### src/rtl/crit_prio_pkg.sv
package crit_prio_pkg;
  localparam int unsigned REG_W      = 32;
  localparam int unsigned NUM_SRC    = 4;
  localparam int unsigned PRIO_W     = 2;
  localparam int unsigned MASK_W     = 17;
  localparam logic [1:0]  ADDR_PRIO  = 2'd0;
  localparam logic [1:0]  ADDR_CTL   = 2'd1;
  localparam logic [1:0]  ADDR_STAT  = 2'd2;
endpackage

### src/rtl/crit_prio_regs.sv
module crit_prio_regs
  import crit_prio_pkg::*;
#(
  parameter int unsigned N_SRC = NUM_SRC,
  parameter int unsigned P_W   = PRIO_W,
  parameter int unsigned M_W   = MASK_W
) (
  input  logic                 clk_i,
  input  logic                 rst_ni,
  input  logic                 we_i,
  input  logic [1:0]           addr_i,
  input  logic [REG_W-1:0]     wdata_i,
  output logic [REG_W-1:0]     rdata_o,
  input  logic [N_SRC-1:0]     req_i,
  output logic [N_SRC*P_W-1:0] prio_o,
  output logic [N_SRC-1:0]     elig_o,
  output logic                 redir_o
);
  localparam int unsigned PF_W  = N_SRC * P_W;
  localparam int unsigned RSV_W = REG_W - PF_W - M_W;

  logic [PF_W-1:0]  prio_word_q;
  logic [M_W-1:0]   mask_q;
  logic             ext_en_q, redir_q;
  logic [N_SRC-1:0] pend_q, clr_v;

  logic wr_prio, wr_ctl, wr_stat;
  assign wr_prio = we_i && (addr_i == ADDR_PRIO);
  assign wr_ctl  = we_i && (addr_i == ADDR_CTL);
  assign wr_stat = we_i && (addr_i == ADDR_STAT);
  assign clr_v   = wr_stat ? wdata_i[N_SRC-1:0] : '0;

  always_ff @(posedge clk_i or negedge rst_ni) begin
    if (!rst_ni) begin
      prio_word_q <= '0;
      mask_q      <= '0;
      ext_en_q    <= 1'b0;
      redir_q     <= 1'b0;
      pend_q      <= '0;
    end else begin
      if (wr_prio) begin
        prio_word_q <= wdata_i[REG_W-1 -: PF_W];
        mask_q      <= wdata_i[M_W-1:0];
      end
      if (wr_ctl) begin
        ext_en_q <= wdata_i[0];
        redir_q  <= wdata_i[1];
      end
      // set wins over clear
      pend_q <= (pend_q & ~clr_v) | req_i;
    end
  end

  // word order is msb-first: source 0 occupies the top field
  for (genvar i = 0; i < N_SRC; i++) begin : g_prio_map
    assign prio_o[i*P_W +: P_W] = prio_word_q[PF_W-1-i*P_W -: P_W];
  end

  assign elig_o  = pend_q & {{(N_SRC-1){1'b1}}, ext_en_q};
  assign redir_o = redir_q;

  always_comb begin
    unique case (addr_i)
      ADDR_PRIO: rdata_o = {prio_word_q, {RSV_W{1'b0}}, mask_q};
      ADDR_CTL:  rdata_o = {{(REG_W-2){1'b0}}, redir_q, ext_en_q};
      ADDR_STAT: rdata_o = {{(REG_W-N_SRC){1'b0}}, pend_q};
      default:   rdata_o = '0;
    endcase
  end

  logic unused_wdata;
  assign unused_wdata = ^wdata_i[REG_W-PF_W-1:M_W];

  p_sticky_set_r5: assert property (@(posedge clk_i) disable iff (!rst_ni)
    (($past(req_i) & ~pend_q) == '0));

  p_w1c_clear_r5: assert property (@(posedge clk_i) disable iff (!rst_ni)
    (($past(clr_v & ~req_i) & pend_q) == '0));
endmodule

### src/rtl/crit_prio_arb.sv
module crit_prio_arb
  import crit_prio_pkg::*;
#(
  parameter int unsigned N_SRC = NUM_SRC,
  parameter int unsigned P_W   = PRIO_W,
  localparam int unsigned IDX_W = $clog2(N_SRC)
) (
  input  logic [N_SRC-1:0]     elig_i,
  input  logic [N_SRC*P_W-1:0] prio_i,
  output logic                 vld_o,
  output logic [IDX_W-1:0]     idx_o
);
  logic [P_W-1:0] best;

  // strict compare keeps the lower index on equal priority
  always_comb begin
    vld_o = 1'b0;
    idx_o = '0;
    best  = '0;
    for (int i = 0; i < N_SRC; i++) begin
      if (elig_i[i] && (!vld_o || (prio_i[i*P_W +: P_W] > best))) begin
        vld_o = 1'b1;
        idx_o = IDX_W'(i);
        best  = prio_i[i*P_W +: P_W];
      end
    end
  end
endmodule

### src/rtl/crit_prio_out.sv
module crit_prio_out
  import crit_prio_pkg::*;
#(
  parameter int unsigned N_SRC = NUM_SRC,
  localparam int unsigned IDX_W = $clog2(N_SRC)
) (
  input  logic             clk_i,
  input  logic             rst_ni,
  input  logic             vld_i,
  input  logic [IDX_W-1:0] idx_i,
  input  logic             redir_i,
  input  logic [N_SRC-1:0] elig_i,
  output logic [IDX_W-1:0] idx_o,
  output logic             crit_o,
  output logic             norm_o
);
  always_ff @(posedge clk_i or negedge rst_ni) begin
    if (!rst_ni) begin
      idx_o  <= '0;
      crit_o <= 1'b0;
      norm_o <= 1'b0;
    end else begin
      idx_o  <= idx_i;
      crit_o <= vld_i && !redir_i;
      norm_o <= vld_i && redir_i;
    end
  end

  p_winner_eligible_r8: assert property (@(posedge clk_i) disable iff (!rst_ni)
    (crit_o || norm_o) |-> ((($past(elig_i) >> idx_o) & N_SRC'(1)) != '0));

  p_quiet_when_idle_r8: assert property (@(posedge clk_i) disable iff (!rst_ni)
    (elig_i == '0) |=> (!crit_o && !norm_o && idx_o == '0));

  p_route_crit_r7: assert property (@(posedge clk_i) disable iff (!rst_ni)
    crit_o |-> !$past(redir_i));

  p_route_norm_r7: assert property (@(posedge clk_i) disable iff (!rst_ni)
    norm_o |-> $past(redir_i));
endmodule

### src/rtl/crit_prio_top.sv
module crit_prio_top
  import crit_prio_pkg::*;
#(
  parameter int unsigned N_SRC = NUM_SRC,
  parameter int unsigned P_W   = PRIO_W,
  parameter int unsigned M_W   = MASK_W,
  localparam int unsigned IDX_W = $clog2(N_SRC)
) (
  input  logic             clk_i,
  input  logic             rst_ni,
  input  logic             reg_we_i,
  input  logic [1:0]       reg_addr_i,
  input  logic [REG_W-1:0] reg_wdata_i,
  output logic [REG_W-1:0] reg_rdata_o,
  input  logic [N_SRC-1:0] src_req_i,
  output logic [IDX_W-1:0] win_idx_o,
  output logic             crit_irq_o,
  output logic             norm_irq_o
);
  logic [N_SRC*P_W-1:0] prio;
  logic [N_SRC-1:0]     elig;
  logic                 redir, arb_vld;
  logic [IDX_W-1:0]     arb_idx;

  crit_prio_regs #(.N_SRC(N_SRC), .P_W(P_W), .M_W(M_W)) u_regs (
    .clk_i   (clk_i),
    .rst_ni  (rst_ni),
    .we_i    (reg_we_i),
    .addr_i  (reg_addr_i),
    .wdata_i (reg_wdata_i),
    .rdata_o (reg_rdata_o),
    .req_i   (src_req_i),
    .prio_o  (prio),
    .elig_o  (elig),
    .redir_o (redir)
  );

  crit_prio_arb #(.N_SRC(N_SRC), .P_W(P_W)) u_arb (
    .elig_i (elig),
    .prio_i (prio),
    .vld_o  (arb_vld),
    .idx_o  (arb_idx)
  );

  crit_prio_out #(.N_SRC(N_SRC)) u_out (
    .clk_i   (clk_i),
    .rst_ni  (rst_ni),
    .vld_i   (arb_vld),
    .idx_i   (arb_idx),
    .redir_i (redir),
    .elig_i  (elig),
    .idx_o   (win_idx_o),
    .crit_o  (crit_irq_o),
    .norm_o  (norm_irq_o)
  );
endmodule

### config.mk
export PLATFORM = sky130hd
export DESIGN_NAME = crit_prio_top
export DESIGN_NICKNAME = d
export VERILOG_FILES = /design/src/rtl/crit_prio_pkg.sv /design/src/rtl/crit_prio_regs.sv /design/src/rtl/crit_prio_arb.sv /design/src/rtl/crit_prio_out.sv /design/src/rtl/crit_prio_top.sv
export SDC_FILE = /design/constraint.sdc
export NUM_CORES = 1
export LEC_CHECK = 0
export BUFFER_PORTS_ARGS = -buffer_cell sky130_fd_sc_hd__buf_4
export CORE_MARGIN = 3
export CORE_UTILIZATION = 53
export CTS_BUF_LIST = sky130_fd_sc_hd__clkbuf_8
export CTS_CLUSTER_DIAMETER = 200
export DETAILED_ROUTE_END_ITERATION = 10
export HOLD_SLACK_MARGIN = 0.02
export PLACE_DENSITY = 0.95
export SYNTH_ARGS = -nofsm -noshare
export SYNTH_HDL_FRONTEND = slang
export SYNTH_SLANG_ARGS = --single-unit
### constraint.sdc
create_clock -name clk_i -period 5.08 [get_ports clk_i]
set_clock_uncertainty 0.15 [all_clocks]
set_input_delay 0.254 -clock clk_i [delete_from_list [all_inputs] [get_ports clk_i]]
set_output_delay 0.254 -clock clk_i [all_outputs]
set_load 0.05 [all_outputs]
==> results of run 1 <==
synthesized netlist by cell type:
cell type                   number  area share, %
sky130_fd_sc_hd__nor2b_1         4            1.4
sky130_fd_sc_hd__mux2_1          1           0.61
sky130_fd_sc_hd__and2_2          1           0.41
sky130_fd_sc_hd__nor4_1          1           0.34
sky130_fd_sc_hd__a21o_1          4            1.6
sky130_fd_sc_hd__mux2_4          2            1.6
sky130_fd_sc_hd__ha_1            6            4.1
sky130_fd_sc_hd__dfrtp_1        35             48
sky130_fd_sc_hd__inv_1           5            1.0
sky130_fd_sc_hd__mux2i_1         4            2.2
sky130_fd_sc_hd__and2_1         17            5.8
sky130_fd_sc_hd__a2bb2oi_1       2           0.95
sky130_fd_sc_hd__o211ai_1        2           0.81
sky130_fd_sc_hd__and2_4          1           0.48
sky130_fd_sc_hd__nor3_1          5            1.4
sky130_fd_sc_hd__o31ai_1         1           0.41
sky130_fd_sc_hd__nand2_1        16            3.3
sky130_fd_sc_hd__clkbuf_1        1           0.20
sky130_fd_sc_hd__buf_4           8            3.3
sky130_fd_sc_hd__o211a_1         2            1.1
sky130_fd_sc_hd__and2b_1         1           0.41
sky130_fd_sc_hd__nand2b_1        1           0.34
sky130_fd_sc_hd__o2111ai_1       1           0.48
sky130_fd_sc_hd__o21ai_0         9            2.4
sky130_fd_sc_hd__nand3_1         1           0.27
sky130_fd_sc_hd__conb_1          1           0.20
sky130_fd_sc_hd__buf_6           2            1.2
sky130_fd_sc_hd__o21a_1          2           0.81
sky130_fd_sc_hd__mux2_2         21             13
sky130_fd_sc_hd__nor2_2          1           0.34
sky130_fd_sc_hd__nor2_1          7            1.4
sky130_fd_sc_hd__buf_2           3           0.81
per-stage QoR:
stage	worst slack, ps	total power, mW	util, %	cells
finish	1110	0.934	76.0	279
CTS	1170	0.935	76.0	279
detailed placement	1200	0.743	71.9	266
global placement	1330	0.727	71.9	266
floorplan	1600	0.642	-	174
global route	899	0.991	76.0	279
per-layer routing:
metal	track usage, %	part of all wire, %
met4	3.96	0.75
met1	25.6	40
met5	0	0
met2	35.5	51
met3	7.97	8.7
cell families after synthesis:
family	count (synthesis)	synth area share, %
AOI/OAI and AO/OA	23	8.63
buffers and inverters	19	6.52
adders and majority gates	6	4.08
DFF	35	47.6
and+or+nand+nor	56	15.8
other	1	0.204
muxes	28	17.3
final timing paths:
path                                                     end  slack [ps]  cells past startpoint
hold / removal             u_regs.prio_word_q[0]$_DFFE_PN0P_          20                      3
max in group asynchronous       u_regs.mask_q[4]$_DFFE_PN0P_        4160                      2
min in group asynchronous  u_regs.prio_word_q[3]$_DFFE_PN0P_         310                      2
setup reg to reg                    u_out.idx_o[0]$_DFF_PN0_        1110                     17
setup / recovery                    u_out.idx_o[0]$_DFF_PN0_        1110                     17
hold reg to reg                       u_out.crit_o$_DFF_PN0_         340                      1
where the power goes:
group | switching, mW | internal (mW)
logic | 0.225 | 0.161
registers | 0.0274 | 0.332
clock network | 0.0966 | 0.0921
timing repair:
action	CTS	global route
hold buffers	5	0
resized for setup	0	0
endpoints found under the hold margin	39	0
worst register-to-register path, stage by stage, from the launching register on:
cell                        delay, ps
sky130_fd_sc_hd__dfrtp_1          410
sky130_fd_sc_hd__and2_2           230
sky130_fd_sc_hd__nand2_1           90
sky130_fd_sc_hd__ha_1             290
sky130_fd_sc_hd__nor2b_1          160
sky130_fd_sc_hd__o21a_1           190
sky130_fd_sc_hd__o211a_1          220
sky130_fd_sc_hd__nor2_1           110
sky130_fd_sc_hd__ha_1             250
sky130_fd_sc_hd__nor2b_1          130
sky130_fd_sc_hd__a2bb2oi_1        140
sky130_fd_sc_hd__o21a_1           210
sky130_fd_sc_hd__o31ai_1          310
sky130_fd_sc_hd__ha_1             310
sky130_fd_sc_hd__nor2b_1          150
sky130_fd_sc_hd__a2bb2oi_1        130
sky130_fd_sc_hd__o21ai_0          240
sky130_fd_sc_hd__o21ai_0          130
registers in the layout (all words and copies together) (netlist names):
register            flops
u_out.crit_o            1
u_regs.pend_q           4
u_regs.mask_q          17
u_regs.redir_o          1
u_regs.ext_en_q         1
u_out.norm_o            1
u_out.idx_o             2
u_regs.prio_word_q      8
final cells by class:
type | count | area (um^2) | area share [%]
Sequential cell | 35 | 876 | 36.3
Tap cell | 44 | 55.1 | 2.28
Multi-Input combinational cell | 120 | 868 | 36.0
Clock inverter | 3 | 12.5 | 0.518
Clock buffer | 5 | 68.8 | 2.85
Timing Repair Buffer | 67 | 515 | 21.3
Inverter | 5 | 18.8 | 0.777
==> out/metrics.cfg, run 1 <==
[outcome]
run_status=complete, no violations

[timing]
worstMarginPinSlew_ps=567
fmax_mhz=252
worst_slew_margin_rel_pct=62.1
timing.setup.tns_ps=0
worst_hold_slack_ps=20.3
hold_viol=0
final-max-slew-violation-count=0
rsz0062_at_grt=false
report.final.setup_viol=0
min_period_over_period_pct=78.1
min_period_ps=3970

[global_route]
grt_use_total_pct=21.0
antenna_found_initial=0
grt_first_pass_wirelength_um=6800
grt_start_max_net_pins=36
first_global_vias=1474
grt_overflow_total=0

[placed_design]
place_hpwl_um=2850
dpl_cell_area_um2=2280
numPortBuffers=62
gp_congestion=0.792

[floorplanning]
width_of_the_die_um=65.0
core_area_um2=3180
std_cell_rows=20
start_util_pct=58.0
ioPinCount=77
floorplan.die.height_um=65.0
total_die_area_um2=4220

[logic_synthesis]
number_of_different_library_cells_in_the_post_synthesis_netlist=32
synth-warning-count=0
synth_area_per_cell_um2=11.0
post_synth_inst_count=168
synth_area_um2=1840
yosysSeqAreaShare_pct=47.6
synth-seq-cells=35

[worst_setup_path]
worst_setup_path_startpoint=u_regs.pend_q[0]$_DFF_PN0_
critPathRequiredTime_ps=5080
crit_path_top_delay_cell=sky130_fd_sc_hd__dfrtp_1
critical_path_peak_fanout=5
timing.rr.start=u_regs.pend_q[0]$_DFF_PN0_
cpLargestDelayFamily=compound AO/OA/AOI/OAI gates
cp-end-kind=flop
crit_buf_inv=0
timing.critical_path.slowest_cell_delay_ps=410
cp_data_arrival_time_ps=3970
timing.critical_path.cells=and2_2 -> nand2_1 -> ha_1 -> nor2b_1 -> o21a_1 -> o211a_1 -> nor2_1 -> ha_1 -> nor2b_1 -> a2bb2oi_1 -> o21a_1 -> o31ai_1 -> ha_1 -> nor2b_1 -> a2bb2oi_1 -> o21ai_0 -> o21ai_0
criticalPathCategory=flop to flop
critPathLaunchType=flop

[finish]
flow.area_growth_from_synthesis_pct=31.1
fillerInstances=221
finalInstanceArea_um2=2410
final_cell_mix=sky130_fd_sc_hd__buf_4, sky130_fd_sc_hd__dfrtp_1, sky130_fd_sc_hd__mux2_2, sky130_fd_sc_hd__and2_1, sky130_fd_sc_hd__nand2_1
most_common_cell_after_layout_fill_and_taps_aside=sky130_fd_sc_hd__buf_4
n_antenna_cell=0
drive_gt1_share_pct=40.0
layout.nets=281

[power_and_ir_drop]
power_density_nw_per_um2=387
worst_ir_drop_vdd_mv=0.241
leakagePower_nw=1.17

[clock_tree]
cts.htree.levels=2
clkLatencyLatePin_ps=280
cts-buffers-inserted=5
cts_tree=done
cts_post_setup_buffers_inserted=0
cts_sinks=35
cts.clk_slew.worst_paths_ps=70
cts-root-to-sink-buffers=2
cts-root-buf=sky130_fd_sc_hd__clkbuf_8

[route]
antenna_left=0
post_drt_wl_per_cell_um=14.8
dr.first_iter.drc_count=70
drt-vias-per-instance=5.27
detail_route.first_pass.iterations=4
finalWirelength_um=4130
detailroute.via_count=1469
drc=0

[hold_path]
hold_path_startpoint=reg_wdata_i[24]
worst_hold_path_class=input port to flop

[job]
drv_cap=0

(Power assumes the default switching activity.)
==> inputs of run 2 (changes only) <==
- CORE_UTILIZATION: 53 -> 49
- PLACE_DENSITY: 0.95 -> 0.91
- clock period: 5.08 -> 3.8 ns (I/O delays scaled with it)
==> run 2 against run 1 <==
Net effect:
- register-to-register slack worse by 1000 ps
- largest cell class is now multi-input gates
- largest power group unchanged
- cell area is 13% higher
- wire length is 14% higher
==> out/metrics.cfg, run 2 (same netlist as run 1, synthesis figures left out) <==
[placed_design]
gp_congestion=0.873
place_hpwl_um=2810
dpl_cell_area_um2=2290
numPortBuffers=62

[finish]
drive_gt1_share_pct=40.2
largest_register=u_regs.mask_q
largest_register_ff_count=17
layout.nets=310
most_common_cell_after_layout_fill_and_taps_aside=sky130_fd_sc_hd__buf_4
final_cell_mix=sky130_fd_sc_hd__buf_4, sky130_fd_sc_hd__dfrtp_1, sky130_fd_sc_hd__dlygate4sd3_1, sky130_fd_sc_hd__mux2_2, sky130_fd_sc_hd__and2_1
top_regs=u_regs.mask_q: 17 flops, u_regs.prio_word_q: 8 flops, u_regs.pend_q: 4 flops
finalInstanceArea_um2=2730
n_antenna_cell=0
flow.area_growth_from_synthesis_pct=48.2
core_util_final_pct=78.7

[timing]
hold_viol=0
worstMarginPinSlew_ps=569
report.final.setup_viol=0
worst_hold_slack_ps=149
min_period_over_period_pct=97.1
final-max-slew-violation-count=0
min_period_ps=3690
fmax_mhz=271
worst_slew_margin_rel_pct=62.0

[worst_setup_path]
top_cell_by_count_worst_path=sky130_fd_sc_hd__ha_1
criticalPathCategory=flop to flop
crit_path_top_delay_cell=sky130_fd_sc_hd__dfrtp_1
cp_data_arrival_time_ps=3760
critPathLaunchType=flop
critical_path_peak_fanout=3
setup.reg_to_reg.worst_slack_ps=110
timing.critical_path.slowest_cell_delay_ps=370
cp-end-kind=flop
critPathRequiredTime_ps=3870
timing.critical_path.cells=and2_4 -> nand2_2 -> ha_1 -> nor2b_2 -> o211a_1 -> nor2_2 -> nor2_1 -> ha_1 -> nor2b_1 -> a2bb2oi_2 -> o21a_2 -> mux2_1 -> ha_1 -> nor2b_1 -> a2bb2oi_2 -> o21ai_2 -> o21ai_1

[power_and_ir_drop]
leakagePower_nw=1.31
power_density_nw_per_um2=495
design_power_total_mw=1.35
worst_ir_drop_vdd_mv=0.304

[route]
detail_route.first_pass.iterations=4
dr.first_iter.drc_count=42
detailroute.via_count=1560
drc=0
antenna_left=0
drt-vias-per-instance=5.03
finalWirelength_um=4690
post_drt_wl_per_cell_um=15.1

[floorplanning]
core_area_um2=3470
width_of_the_die_um=67.3
std_cell_rows=21
floorplan.die.height_um=67.3
total_die_area_um2=4530
ioPinCount=77
start_util_pct=53.1

[clock_tree]
cts_tree=done
cts.htree.levels=2
cts-root-to-sink-buffers=2
cts-buffers-inserted=5
cts-root-buf=sky130_fd_sc_hd__clkbuf_8
clkLatencyLatePin_ps=290
cts.clk_slew.worst_paths_ps=70
cts_sinks=35

[global_route]
use_met1_pct=25.4
grt.met2_usage_pct=39.1
global_route.usage.met3_pct=7.15
first_global_vias=1525
busiest_layer=met2
grt_overflow_total=0
grt_use_total_pct=22.1
antenna_found_initial=0
grt_first_pass_wirelength_um=7330
grt_start_max_net_pins=36

[outcome]
run_status=complete, no violations

[hold_path]
worst_hold_path_class=input port to flop

[job]
drv_cap=0

[run 2: cell types whose count changed in the layout (fill, tap and decap cells not counted), sizes merged]
cell | before | now
dlygate4sd3 | 5 | 30
buf | 62 | 66
[run 2: through the flow]
stage	setup TNS, ps	setup slack [ps]	cells
floorplan	0	322	174
global placement	0	78.6	269
detailed placement	0	2.32	269
CTS	0	80.9	307
global route	-153	-89.4	310
finish	0	109	310
[run 2: metal layers]
layer / wire [um] / vias up / share of wire [%]
met5: 0 / - / 0
met4: 53 / 0 / 1.1
met3: 331 / 6 / 7.1
met2: 2440 / 61 / 52
met1: 1860 / 746 / 40
li1: - / 747 / -
[run 2: worst max-delay path, delay by kind of cell (launching register included)]
family          cells  cell delay [ps]
flops               1              370
fa+ha+maj           3              820
simple gates        7             1010
mux                 1              340
compound gates      6              920
[run 2: worst paths after layout]
kind	from	endpoint	cells after the start
worst max register to register	u_regs.ext_en_q$_DFFE_PN0P_	u_out.idx_o[0]$_DFF_PN0_	17
max in group asynchronous	rst_ni	u_regs.prio_word_q[3]$_DFFE_PN0P_	2
worst min-delay path	reg_we_i	u_regs.ext_en_q$_DFFE_PN0P_	3
worst max-delay path	u_regs.ext_en_q$_DFFE_PN0P_	u_out.idx_o[0]$_DFF_PN0_	17
min in group asynchronous	rst_ni	u_regs.prio_word_q[2]$_DFFE_PN0P_	2
worst min register to register	u_regs.redir_o$_DFFE_PN0P_	u_out.crit_o$_DFF_PN0_	1
[run 2: what timing repair did]
action	CTS	global route
hold endpoints to repair	66	0
buffers inserted	0	3
pin swaps	0	5
hold buffers	30	0
setup endpoints to repair	1	2
resized for setup	1	10
cloned	0	0
[run 2: power by group]
part / total [mW] / leakage [nW] / internal, mW / switching [mW]
sequential: 0.481 / 0.403 / 0.443 / 0.0378
combinational: 0.615 / 0.852 / 0.278 / 0.337
clock: 0.256 / 0.0505 / 0.123 / 0.133
[run 2: layout make-up]
class	instances	area, um^2
sequential	35	876
tap	46	57.6
multi-input combinational	120	900
timing repair buffer	96	796
clock buffer	5	68.8
fill	237	739
clock inverter	3	12.5
inverter	5	18.8
==> inputs of run 3 (changes only) <==
- GPL_TIMING_DRIVEN: default -> 0
==> run 3 against run 2 <==
Net effect:
- global-route usage decreased by 0.27 points
- die area unchanged
- highest routed layer unchanged
- setup slack got worse by 14 ps
- combinational power increased by 10%
- largest power group unchanged
- cell count increased by 5.2%
- count of clock-buffer cells in the layout increased by 2
==> out/metrics.cfg, run 3 (same netlist as run 1, synthesis figures left out) <==
[timing]
fmax_mhz=270
hold_viol=0
min_period_over_period_pct=97.5
final-max-slew-violation-count=0
timing.setup.tns_ps=0
min_period_ps=3710
report.final.setup_viol=0

[route]
drt-vias-per-instance=5.02
antenna_left=0
post_drt_wl_per_cell_um=15.4
detailroute.via_count=1635
detail_route.first_pass.iterations=4
dr.first_iter.drc_count=39
drc=0
finalWirelength_um=5020

[clock_tree]
cts-root-buf=sky130_fd_sc_hd__clkbuf_8
cts.clk_slew.worst_paths_ps=70
cts.htree.levels=2
cts_sinks=35
cts-root-to-sink-buffers=2
cts-buffers-inserted=5
cts_tree=done
clkLatencyLatePin_ps=290

[placed_design]
numPortBuffers=62
gp_congestion=0.868
place_hpwl_um=3030
dpl_cell_area_um2=2390

[floorplanning]
width_of_the_die_um=67.3
start_util_pct=53.1
total_die_area_um2=4530
core_area_um2=3470
ioPinCount=77
floorplan.die.height_um=67.3
std_cell_rows=21

[finish]
largest_register=u_regs.mask_q
final_cell_mix=sky130_fd_sc_hd__buf_4, sky130_fd_sc_hd__dfrtp_1, sky130_fd_sc_hd__dlygate4sd3_1, sky130_fd_sc_hd__mux2_2, sky130_fd_sc_hd__and2_1
flow.area_growth_from_synthesis_pct=57.1
most_common_cell_after_layout_fill_and_taps_aside=sky130_fd_sc_hd__buf_4
drive_gt1_share_pct=44.6
top_regs=u_regs.mask_q: 17 flops, u_regs.prio_word_q: 8 flops, u_regs.pend_q: 4 flops
finalInstanceArea_um2=2890
layout.nets=326
n_antenna_cell=0
fillerInstances=203
largest_register_ff_count=17

[worst_setup_path]
critPathLaunchType=flop
timing.critical_path.slowest_cell_delay_ps=390
cp-end-kind=flop
setup.reg_to_reg.worst_slack_ps=90
critPathRequiredTime_ps=3820
critical_path_peak_fanout=4
timing.critical_path.cells=and2_4 -> nand2_4 -> ha_4 -> nor2b_4 -> o21a_1 -> o211a_1 -> nor2_2 -> ha_1 -> nor2b_2 -> a2bb2oi_1 -> o21a_1 -> o31ai_2 -> ha_1 -> nor2b_4 -> a2bb2oi_2 -> o21ai_2 -> o21ai_1
crit_path_top_delay_cell=sky130_fd_sc_hd__dfrtp_1
criticalPathCategory=flop to flop
cp_data_arrival_time_ps=3730

[hold_path]
worst_hold_path_class=input port to flop

[outcome]
run_status=complete, no violations

[global_route]
antenna_found_initial=0
grt_first_pass_wirelength_um=7260
grt_use_total_pct=21.8
first_global_vias=1645
grt_overflow_total=0
grt_start_max_net_pins=36

[power_and_ir_drop]
worst_ir_drop_vdd_mv=0.330
design_power_total_mw=1.45
leakagePower_nw=1.40
power_density_nw_per_um2=503

[job]
drv_cap=0

-- run 3: worst max-delay path: cells and delay by family, from the launching register on --
family / cells / cell delay [ps]
flops: 1 / 390
compound gates: 8 / 1470
simple gates: 6 / 810
fa+ha+maj: 3 / 760
-- run 3: cell type report --
type	instances	area [um^2]	share of cell area, %
flip-flops and latches	35	876	30.3
multi-input cells	120	930	32.1
clock inverters	1	3.75	0.130
plain buffers	14	101	3.50
repair buffers	98	811	28.0
well taps	46	57.6	1.99
inverters	5	18.8	0.649
clock buffers	7	96.3	3.33
-- run 3: what timing repair did --
item                                    4_1_cts  5_1_grt
pin swaps                                     2        9
endpoints found under the setup margin        2        2
buffers inserted                              0        6
hold buffers                                 30        0
endpoints found under the hold margin        66        0
gates resized for setup                       2       15
gates cloned                                  0        0
-- run 3: worst paths after layout --
path,start,to,depth (start not counted)
max reg2reg,u_regs.pend_q[0]$_DFF_PN0_,u_out.idx_o[0]$_DFF_PN0_,17
min reg2reg,u_regs.redir_o$_DFFE_PN0P_,u_out.crit_o$_DFF_PN0_,1
max,u_regs.pend_q[0]$_DFF_PN0_,u_out.idx_o[0]$_DFF_PN0_,17
min in group asynchronous,rst_ni,u_out.idx_o[0]$_DFF_PN0_,2
max in group asynchronous,rst_ni,u_regs.mask_q[13]$_DFFE_PN0P_,2
min,reg_we_i,u_regs.redir_o$_DFFE_PN0P_,3
-- run 3: through the flow --
step           utilization [%]  std cells  hold slack [ps]  setup slack [ps]
4_1_cts                   80.5        320              140              33.9
3_3_place_gp              68.8        282             18.2              29.2
6_report                  83.4        326              150              94.9
5_1_grt                   83.4        326              143             -10.5
3_5_place_dp              68.8        282             19.6             -89.2
2_1_floorplan                -        174             -256               322
-- run 3: power breakdown --
group | internal, mW | switching, mW
combinational | 0.319 | 0.359
sequential | 0.443 | 0.0393
clock | 0.163 | 0.131
total | 0.925 | 0.529
-- run 3: per-layer routing --
layer | share of wire, % | global-route usage (%) | vias up
li1 | - | - | 779
met1 | 39 | 24.6 | 780
met2 | 53 | 38.4 | 66
met3 | 6.7 | 7.49 | 10
met4 | 2.1 | 7.09 | 0
met5 | 0 | 0 | -
